==> src/rtl/nor_seq_pkg.sv <==
package nor_seq_pkg;

    typedef enum logic [2:0] {
        OP_IDENT    = 3'd0,
        OP_READ     = 3'd1,
        OP_PROG     = 3'd2,
        OP_ERASE64K = 3'd3,
        OP_ERASEALL = 3'd4,
        OP_SLEEP    = 3'd5,
        OP_WAKE     = 3'd6,
        OP_INVALID  = 3'd7
    } req_op_e;

    typedef enum logic [1:0] {
        DIR_NONE  = 2'd0,
        DIR_WRITE = 2'd1,
        DIR_READ  = 2'd2
    } dir_e;

    typedef enum logic [1:0] {
        PH_WREN = 2'd0,
        PH_MAIN = 2'd1,
        PH_POLL = 2'd2
    } phase_e;

    typedef enum logic [1:0] {
        ST_IDLE = 2'd0,
        ST_GAP  = 2'd1,
        ST_HDR  = 2'd2,
        ST_DATA = 2'd3
    } seq_state_e;

    typedef struct packed {
        logic [7:0] opcode;
        logic       with_addr;
        dir_e       dir;
    } txn_plan_t;

    localparam logic [7:0] CMD_WREN   = 8'h06;
    localparam logic [7:0] CMD_STATUS = 8'h05;
    localparam logic [7:0] CMD_IDENT  = 8'h9F;
    localparam logic [7:0] CMD_READ   = 8'h03;
    localparam logic [7:0] CMD_PROG   = 8'h02;
    localparam logic [7:0] CMD_ER64K  = 8'hD8;
    localparam logic [7:0] CMD_ERALL  = 8'hC7;
    localparam logic [7:0] CMD_SLEEP  = 8'hB9;
    localparam logic [7:0] CMD_WAKE   = 8'hAB;

    function automatic txn_plan_t main_plan(req_op_e op);
        txn_plan_t p;
        case (op)
            OP_IDENT:    p = '{opcode: CMD_IDENT, with_addr: 1'b0, dir: DIR_READ};
            OP_READ:     p = '{opcode: CMD_READ,  with_addr: 1'b1, dir: DIR_READ};
            OP_PROG:     p = '{opcode: CMD_PROG,  with_addr: 1'b1, dir: DIR_WRITE};
            OP_ERASE64K: p = '{opcode: CMD_ER64K, with_addr: 1'b1, dir: DIR_NONE};
            OP_ERASEALL: p = '{opcode: CMD_ERALL, with_addr: 1'b0, dir: DIR_NONE};
            OP_SLEEP:    p = '{opcode: CMD_SLEEP, with_addr: 1'b0, dir: DIR_NONE};
            default:     p = '{opcode: CMD_WAKE,  with_addr: 1'b0, dir: DIR_NONE};
        endcase
        return p;
    endfunction

    function automatic logic alters_array(req_op_e op);
        return (op == OP_PROG) || (op == OP_ERASE64K) || (op == OP_ERASEALL);
    endfunction

endpackage

==> src/rtl/nor_spi_engine.sv <==
module nor_spi_engine #(
    parameter int SCK_HALF = 2
) (
    input  logic       clk,
    input  logic       rst,
    input  logic       start,
    input  logic [7:0] tx,
    output logic       done,
    output logic [7:0] rx,
    output logic       sck,
    output logic       mosi,
    input  logic       miso
);
    localparam int DIV_W = (SCK_HALF > 1) ? $clog2(SCK_HALF) : 1;
    localparam logic [DIV_W-1:0] DIV_LAST = DIV_W'(SCK_HALF - 1);

    logic             active;
    logic             sck_q;
    logic [2:0]       bitn;
    logic [DIV_W-1:0] div;
    logic [7:0]       txs;
    logic [7:0]       rxs;
    logic             done_q;

    always_ff @(posedge clk) begin
        if (rst) begin
            active <= 1'b0;
            sck_q  <= 1'b0;
            bitn   <= '0;
            div    <= '0;
            txs    <= '0;
            rxs    <= '0;
            done_q <= 1'b0;
        end else begin
            done_q <= 1'b0;
            if (!active) begin
                if (start) begin
                    active <= 1'b1;
                    txs    <= tx;
                    div    <= '0;
                    bitn   <= '0;
                end
            end else if (div == DIV_LAST) begin
                div <= '0;
                if (!sck_q) begin
                    // rising edge: sample the device
                    sck_q <= 1'b1;
                    rxs   <= {rxs[6:0], miso};
                end else begin
                    // falling edge: move to the next outgoing bit
                    sck_q <= 1'b0;
                    if (bitn == 3'd7) begin
                        active <= 1'b0;
                        done_q <= 1'b1;
                    end else begin
                        bitn <= bitn + 1'b1;
                        txs  <= {txs[6:0], 1'b0};
                    end
                end
            end else begin
                div <= div + 1'b1;
            end
        end
    end

    assign done = done_q;
    assign rx   = rxs;
    assign sck  = sck_q;
    assign mosi = txs[7];

endmodule

==> src/rtl/nor_seq_ctrl.sv <==
module nor_seq_ctrl
    import nor_seq_pkg::*;
#(
    parameter int LEN_W      = 16,
    parameter int PAGE_BYTES = 256,
    parameter int CS_GAP     = 2
) (
    input  logic             clk,
    input  logic             rst,
    input  logic             req_valid,
    output logic             req_ready,
    input  logic [2:0]       req_op,
    input  logic [23:0]      req_addr,
    input  logic [LEN_W-1:0] req_len,
    input  logic             wr_valid,
    output logic             wr_ready,
    input  logic [7:0]       wr_data,
    output logic             rd_valid,
    input  logic             rd_ready,
    output logic [7:0]       rd_data,
    output logic             done,
    output logic             err,
    output logic             cs_n,
    output logic             eng_start,
    output logic [7:0]       eng_tx,
    input  logic             eng_done,
    input  logic [7:0]       eng_rx
);
    localparam int PAGE_W = $clog2(PAGE_BYTES);
    localparam int SUM_W  = LEN_W + 1;
    localparam int GAP_W  = (CS_GAP > 1) ? $clog2(CS_GAP) : 1;
    localparam logic [GAP_W-1:0] GAP_LAST = GAP_W'(CS_GAP - 1);

    seq_state_e       st;
    phase_e           ph;
    req_op_e          op_q;
    logic [23:0]      addr_q;
    logic [LEN_W-1:0] len_q;
    logic [LEN_W-1:0] left;
    logic [1:0]       hidx;
    logic [GAP_W-1:0] gcnt;
    logic             inflight;
    logic             rdv;
    logic [7:0]       rdd;
    logic             done_q;
    logic             err_q;
    logic             dev_busy;

    txn_plan_t  cur;
    logic [7:0] hdr_byte;
    logic [1:0] hdr_last;
    logic       hdr_go, wr_go, rd_go, txn_end;
    logic       prog_fits, reject;
    logic [SUM_W-1:0] page_end;

    always_comb begin
        case (ph)
            PH_WREN: cur = '{opcode: CMD_WREN,   with_addr: 1'b0, dir: DIR_NONE};
            PH_POLL: cur = '{opcode: CMD_STATUS, with_addr: 1'b0, dir: DIR_READ};
            default: cur = main_plan(op_q);
        endcase
        case (hidx)
            2'd0:    hdr_byte = cur.opcode;
            2'd1:    hdr_byte = addr_q[23:16];
            2'd2:    hdr_byte = addr_q[15:8];
            default: hdr_byte = addr_q[7:0];
        endcase
        hdr_last = cur.with_addr ? 2'd3 : 2'd0;
    end

    assign page_end  = SUM_W'(req_addr[PAGE_W-1:0]) + SUM_W'(req_len);
    assign prog_fits = (req_len != '0) && (page_end <= SUM_W'(PAGE_BYTES));
    assign reject    = (req_op == OP_INVALID) || ((req_op == OP_PROG) && !prog_fits);

    assign hdr_go  = (st == ST_HDR) && !inflight;
    assign wr_go   = (st == ST_DATA) && !inflight && (left != '0)
                     && (cur.dir == DIR_WRITE) && wr_valid;
    assign rd_go   = (st == ST_DATA) && !inflight && (left != '0)
                     && (cur.dir == DIR_READ) && !rdv;
    assign txn_end = (st == ST_DATA) && !inflight && (left == '0);

    assign eng_start = hdr_go || wr_go || rd_go;
    assign eng_tx    = hdr_go ? hdr_byte : (wr_go ? wr_data : 8'h00);

    always_ff @(posedge clk) begin
        if (rst) begin
            st       <= ST_IDLE;
            ph       <= PH_MAIN;
            op_q     <= OP_IDENT;
            addr_q   <= '0;
            len_q    <= '0;
            left     <= '0;
            hidx     <= '0;
            gcnt     <= '0;
            inflight <= 1'b0;
            rdv      <= 1'b0;
            rdd      <= '0;
            done_q   <= 1'b0;
            err_q    <= 1'b0;
            dev_busy <= 1'b0;
        end else begin
            done_q <= 1'b0;
            err_q  <= 1'b0;
            if (rdv && rd_ready) rdv <= 1'b0;
            if (eng_start) inflight <= 1'b1;
            case (st)
                ST_IDLE: begin
                    if (req_valid) begin
                        if (reject) begin
                            err_q <= 1'b1;
                        end else begin
                            op_q   <= req_op_e'(req_op);
                            addr_q <= req_addr;
                            len_q  <= req_len;
                            ph     <= alters_array(req_op_e'(req_op)) ? PH_WREN : PH_MAIN;
                            gcnt   <= '0;
                            st     <= ST_GAP;
                        end
                    end
                end
                ST_GAP: begin
                    if (gcnt == GAP_LAST) begin
                        st   <= ST_HDR;
                        hidx <= '0;
                    end else begin
                        gcnt <= gcnt + 1'b1;
                    end
                end
                ST_HDR: begin
                    if (eng_done) begin
                        inflight <= 1'b0;
                        if (hidx == hdr_last) begin
                            st <= ST_DATA;
                            if (cur.dir == DIR_NONE) left <= '0;
                            else if (ph == PH_POLL)  left <= LEN_W'(1);
                            else                     left <= len_q;
                        end else begin
                            hidx <= hidx + 1'b1;
                        end
                    end
                end
                default: begin
                    if (eng_done) begin
                        inflight <= 1'b0;
                        left     <= left - 1'b1;
                        if (ph == PH_POLL) begin
                            dev_busy <= eng_rx[0];
                        end else if (cur.dir == DIR_READ) begin
                            rdv <= 1'b1;
                            rdd <= eng_rx;
                        end
                    end
                    if (txn_end) begin
                        gcnt <= '0;
                        case (ph)
                            PH_WREN: begin
                                ph <= PH_MAIN;
                                st <= ST_GAP;
                            end
                            PH_MAIN: begin
                                if (alters_array(op_q)) begin
                                    ph <= PH_POLL;
                                    st <= ST_GAP;
                                end else begin
                                    st     <= ST_IDLE;
                                    done_q <= 1'b1;
                                end
                            end
                            default: begin
                                if (dev_busy) begin
                                    st <= ST_GAP;
                                end else begin
                                    st     <= ST_IDLE;
                                    done_q <= 1'b1;
                                end
                            end
                        endcase
                    end
                end
            endcase
        end
    end

    assign req_ready = (st == ST_IDLE);
    assign wr_ready  = wr_go;
    assign rd_valid  = rdv;
    assign rd_data   = rdd;
    assign done      = done_q;
    assign err       = err_q;
    assign cs_n      = !((st == ST_HDR) || (st == ST_DATA));

endmodule

==> src/rtl/nor_cmd_seq.sv <==
module nor_cmd_seq #(
    parameter int LEN_W      = 16,
    parameter int PAGE_BYTES = 256,
    parameter int CS_GAP     = 2,
    parameter int SCK_HALF   = 2
) (
    input  logic             clk,
    input  logic             rst,
    input  logic             req_valid,
    output logic             req_ready,
    input  logic [2:0]       req_op,
    input  logic [23:0]      req_addr,
    input  logic [LEN_W-1:0] req_len,
    input  logic             wr_valid,
    output logic             wr_ready,
    input  logic [7:0]       wr_data,
    output logic             rd_valid,
    input  logic             rd_ready,
    output logic [7:0]       rd_data,
    output logic             done,
    output logic             err,
    output logic             spi_cs_n,
    output logic             spi_sck,
    output logic             spi_mosi,
    input  logic             spi_miso
);
    logic       eng_start;
    logic [7:0] eng_tx;
    logic       eng_done;
    logic [7:0] eng_rx;

    nor_seq_ctrl #(
        .LEN_W      (LEN_W),
        .PAGE_BYTES (PAGE_BYTES),
        .CS_GAP     (CS_GAP)
    ) u_ctrl (
        .clk       (clk),
        .rst       (rst),
        .req_valid (req_valid),
        .req_ready (req_ready),
        .req_op    (req_op),
        .req_addr  (req_addr),
        .req_len   (req_len),
        .wr_valid  (wr_valid),
        .wr_ready  (wr_ready),
        .wr_data   (wr_data),
        .rd_valid  (rd_valid),
        .rd_ready  (rd_ready),
        .rd_data   (rd_data),
        .done      (done),
        .err       (err),
        .cs_n      (spi_cs_n),
        .eng_start (eng_start),
        .eng_tx    (eng_tx),
        .eng_done  (eng_done),
        .eng_rx    (eng_rx)
    );

    nor_spi_engine #(
        .SCK_HALF (SCK_HALF)
    ) u_eng (
        .clk   (clk),
        .rst   (rst),
        .start (eng_start),
        .tx    (eng_tx),
        .done  (eng_done),
        .rx    (eng_rx),
        .sck   (spi_sck),
        .mosi  (spi_mosi),
        .miso  (spi_miso)
    );

endmodule

==> config.mk <==
export PLATFORM = sky130hd
export DESIGN_NAME = nor_cmd_seq
export DESIGN_NICKNAME = d
export VERILOG_FILES = /design/src/rtl/nor_seq_pkg.sv /design/src/rtl/nor_spi_engine.sv /design/src/rtl/nor_seq_ctrl.sv /design/src/rtl/nor_cmd_seq.sv
export SDC_FILE = /design/constraint.sdc
export NUM_CORES = 1
export LEC_CHECK = 0
export ABC_AREA = 1
export BUFFER_PORTS_ARGS = -buffer_cell sky130_fd_sc_hd__buf_2
export CAP_MARGIN = 20
export CORE_MARGIN = 2
export CORE_UTILIZATION = 53
export CTS_CLUSTER_DIAMETER = 150
export CTS_CLUSTER_SIZE = 10
export DETAILED_ROUTE_END_ITERATION = 6
export PLACE_DENSITY = 0.82
export RECOVER_POWER = 50
export SLEW_MARGIN = 20
export SYNTH_ARGS = -nofsm -noshare
export SYNTH_HDL_FRONTEND = slang
export SYNTH_HIERARCHICAL = 1
export SYNTH_SLANG_ARGS = --single-unit
export TNS_END_PERCENT = 50
==> constraint.sdc <==
create_clock -name clk -period 3.1 [get_ports clk]
set_input_delay 0.62 -clock clk [delete_from_list [all_inputs] [get_ports clk]]
set_output_delay 0.62 -clock clk [all_outputs]
set_load 0.01 [all_outputs]
==> out/qor.json <==
{
  "run_status": "finished clean",
  "portBuffers": 72,
  "grt_pass1_vias": 5236,
  "worstPathMaxFanout": 43,
  "post-route-worst-setup-slack_ns": 0.216,
  "maxCapViolations": 0,
  "number_of_distinct_library_cells_after_synthesis": 46,
  "cts_tree": "yes",
  "post-synth-top-count-cell": "sky130_fd_sc_hd__nor2_1",
  "route.antenna.remaining_nets": 0,
  "ys.warnings.count": 6,
  "clock_tree_buf_depth": 2,
  "drt-initial-drc-count": 449,
  "flow.area_growth_from_synthesis_pct": 9.32,
  "global_route_wire_length_before_repair_mm": 23.4,
  "cp-start-kind": "input port",
  "groute.usage.overall_pct": 24.3,
  "finalNetCount": 1011,
  "post_drt_wl_per_cell_um": 12.9,
  "final_area_um2": 6500,
  "die_y_um": 110,
  "dpl_worst_slack_ns": -0.129,
  "power.density_cell_area_nw_per_um2": 623,
  "cts_made_buffers": 9,
  "antenna_cells": 0,
  "routed-via-count": 5769,
  "critical_path.endpoint_type": "flop",
  "antenna_found_initial": 0,
  "criticalPathCategory": "input port to flop",
  "achievable-frequency_mhz": 347,
  "synth.net_count": 955,
  "worst_hold_path_type": "flop to flop",
  "pin_count_of_the_biggest_net_entering_global_routing": 57,
  "drcViolationCount": 0,
  "totalWireLength_mm": 13.9,
  "timing.max_slew.rel_slack_pct": 50.1,
  "timing.final.max_slew_violations": 0,
  "worst_skew_pair.late_latency_ns": 0.38,
  "cts_htree_levels": 3,
  "p_leak_uw": 0.00304,
  "synthesis.area_per_instance_um2": 6.78,
  "synthArstFlopShare_pct": 0,
  "finClkSkew_ns": 0.0177,
  "via_count_normalized_by_instance_count": 5.35,
  "finalSetupViolCount": 0,
  "fraction_of_the_yosys_area_taken_by_sequential_cells_pct": 34.3,
  "final_period_minus_worst_setup_slack_ns": 2.88,
  "synth-main-ff-cell": "sky130_fd_sc_hd__dfxtp_1",
  "critPathArrivalTime_ns": 3.13,
  "die_outline_area_um2": 12100,
  "ioPinCount": 73,
  "layout_worst_path_cycle_share_pct": 93.0,
  "worst_hold_slack_ns": 0.449,
  "dieWidth_um": 110,
  "cp_data_required_time_ns": 3.34,
  "nFillCells": 1125,
  "clk_pin_slew_worst_paths_ns": 0.11,
  "fp.coreArea_um2": 10900,
  "synth_area_leaders": "sky130_fd_sc_hd__dfxtp_1, sky130_fd_sc_hd__nor2_1, sky130_fd_sc_hd__nand2_1",
  "placement.cell_area_um2": 6340,
  "detail_route.first_pass.iterations": 5,
  "timing.final.hold_violations": 0,
  "place_congestion": 0.928,
  "synth_edf_count": 0,
  "rsz0062_at_grt": "no",
  "hpwlAfterDp_mm": 10.3,
  "cts_root_buf": "sky130_fd_sc_hd__clkbuf_8",
  "synth_top_cells_by_count": "sky130_fd_sc_hd__nor2_1, sky130_fd_sc_hd__nand2_1, sky130_fd_sc_hd__dfxtp_1",
  "timing_worst_slew_pin_value_ns": 0.749,
  "start_util_pct": 54.6,
  "synth_area_leader_cell": "sky130_fd_sc_hd__dfxtp_1",
  "floorplan.rows": 38,
  "globalRouteOverflowTotal": 0,
  "final_layout_size_suffix_gt1_share_pct": 15.4,
  "post_cts_hold_buffer_count": 0,
  "clock-sinks": 102,
  "post_synthesis_cells": 877,
  "syn_area_um2": 5950,
  "vdd_ir_drop_max_mv": 0.265,
  "yosys_register_bits": 102,
  "yosysTopAreaCellShare_pct": 34.3
}
[per-layer routing]
metal | vias to the layer above | GRT usage [%] | routed length, µm
met2 | 159 | 38.9 | 6310
li1 | 3008 | - | -
met5 | - | 0 | 0
met3 | 26 | 3.32 | 645
met4 | 0 | 9.86 | 324
met1 | 2576 | 32.8 | 6610
[worst max-delay path: stages]
cell and delay, ns:
sky130_fd_sc_hd__buf_2 0.12, sky130_fd_sc_hd__ha_1 0.20, sky130_fd_sc_hd__fa_1 0.43, sky130_fd_sc_hd__or2_2 0.30, sky130_fd_sc_hd__nor2_1 0.11, sky130_fd_sc_hd__nand2_1 0.06, sky130_fd_sc_hd__nor2_1 0.09, sky130_fd_sc_hd__nand2_1 0.06
sky130_fd_sc_hd__nor2_1 0.09, sky130_fd_sc_hd__nand2_1 0.06, sky130_fd_sc_hd__nand2_1 0.06, sky130_fd_sc_hd__nand3_1 0.07, sky130_fd_sc_hd__o21ai_2 0.14, sky130_fd_sc_hd__nand3_2 0.15, sky130_fd_sc_hd__nor2_8 0.18, sky130_fd_sc_hd__inv_6 0.17
sky130_fd_sc_hd__nand2_1 0.14, sky130_fd_sc_hd__a21oi_2 0.05
[cell usage in the layout, fill, tap and decap left out, drive strengths merged, types with 2 or more instances in the layout]
cell type,synthesis,layout
nand3b,2,2
dfxtp,102,102
nand2,142,142
nor4,3,3
a21boi,3,3
a211oi,5,5
xor2,4,4
a221oi,3,3
inv,93,98
o22ai,2,2
nor3,8,8
a31oi,11,11
o211ai,2,2
a22o,3,3
buf,17,64
nand4,13,13
o21ai,107,107
a21oi,64,64
nand3,59,59
clkbuf,19,26
ha,20,20
nor3b,2,2
nor2,185,185
clkinv,2,2
[registers in the layout (all words and copies together) (netlist names), 2 cells and up]
signal,flops
u_ctrl/addr_q,24
u_ctrl/left,16
u_ctrl/len_q,16
u_ctrl/rd_data,8
u_eng/rx,8
u_eng/txs,8
u_ctrl/op_q,3
u_eng/bitn,3
u_ctrl/hidx,2
u_ctrl/ph,2
u_ctrl/st,2
[report_power, final]
group          internal [µW]  switching [µW]  total, µW  leakage (µW)
clock                    392             501        892      0.000104
combinational            525             970       1500       0.00210
sequential              1520             148       1670      0.000832
total                   2430            1620       4050       0.00304
[through the flow]
step                      utilization [%]  power [µW]  TNS, ns  cells
after floorplan                         -        2850        0    877
after global placement               58.2        3160    -1.42   1062
after detailed placement             58.2        3190    -4.13   1062
after CTS                            60.1        4080        0   1078
after global routing                 59.7        4360        0   1078
final                                59.7        4050        0   1078
[cells by family after synthesis]
family	after synthesis	share of synthesized area, %
AO/OA/AOI/OAI	204	18.8
XOR/XNOR	4	0.589
adder cells (fa/ha/maj)	21	4.54
buffers and inverters	131	9.87
flip-flops	102	34.3
AND/OR/NAND/NOR	415	31.9
[area by class of cell]
cell class                 instances  area, µm²  share of cell area, %
tap                              140        175                   2.69
clock inverter                     7       86.3                   1.33
sequential                       102       2040                   31.4
multi-input combinational        644       3300                   50.7
inverter                          95        362                   5.56
timing repair buffer              81        418                   6.43
clock buffer                       9        124                   1.90
[path summary, 6_finish.rpt]
path                     startpoint                 to  slack (ns)  cells after the start
hold / removal    u_ctrl/rd_data[1]  u_ctrl/rd_data[1]        0.45                      2
setup / recovery         req_len[0]     u_ctrl/op_q[1]        0.22                     18
setup reg to reg       u_ctrl/st[0]     u_ctrl/left[4]        0.40                     10
hold reg to reg   u_ctrl/rd_data[1]  u_ctrl/rd_data[1]        0.45                      2
[timing repair]
| action | in CTS | in global routing |
|---|---|---|
| setup buffers | 0 | 0 |
| setup endpoints to repair | 0 | 2 |
| resized for setup | 0 | 2 |
Power figures use the tool's default switching activity.
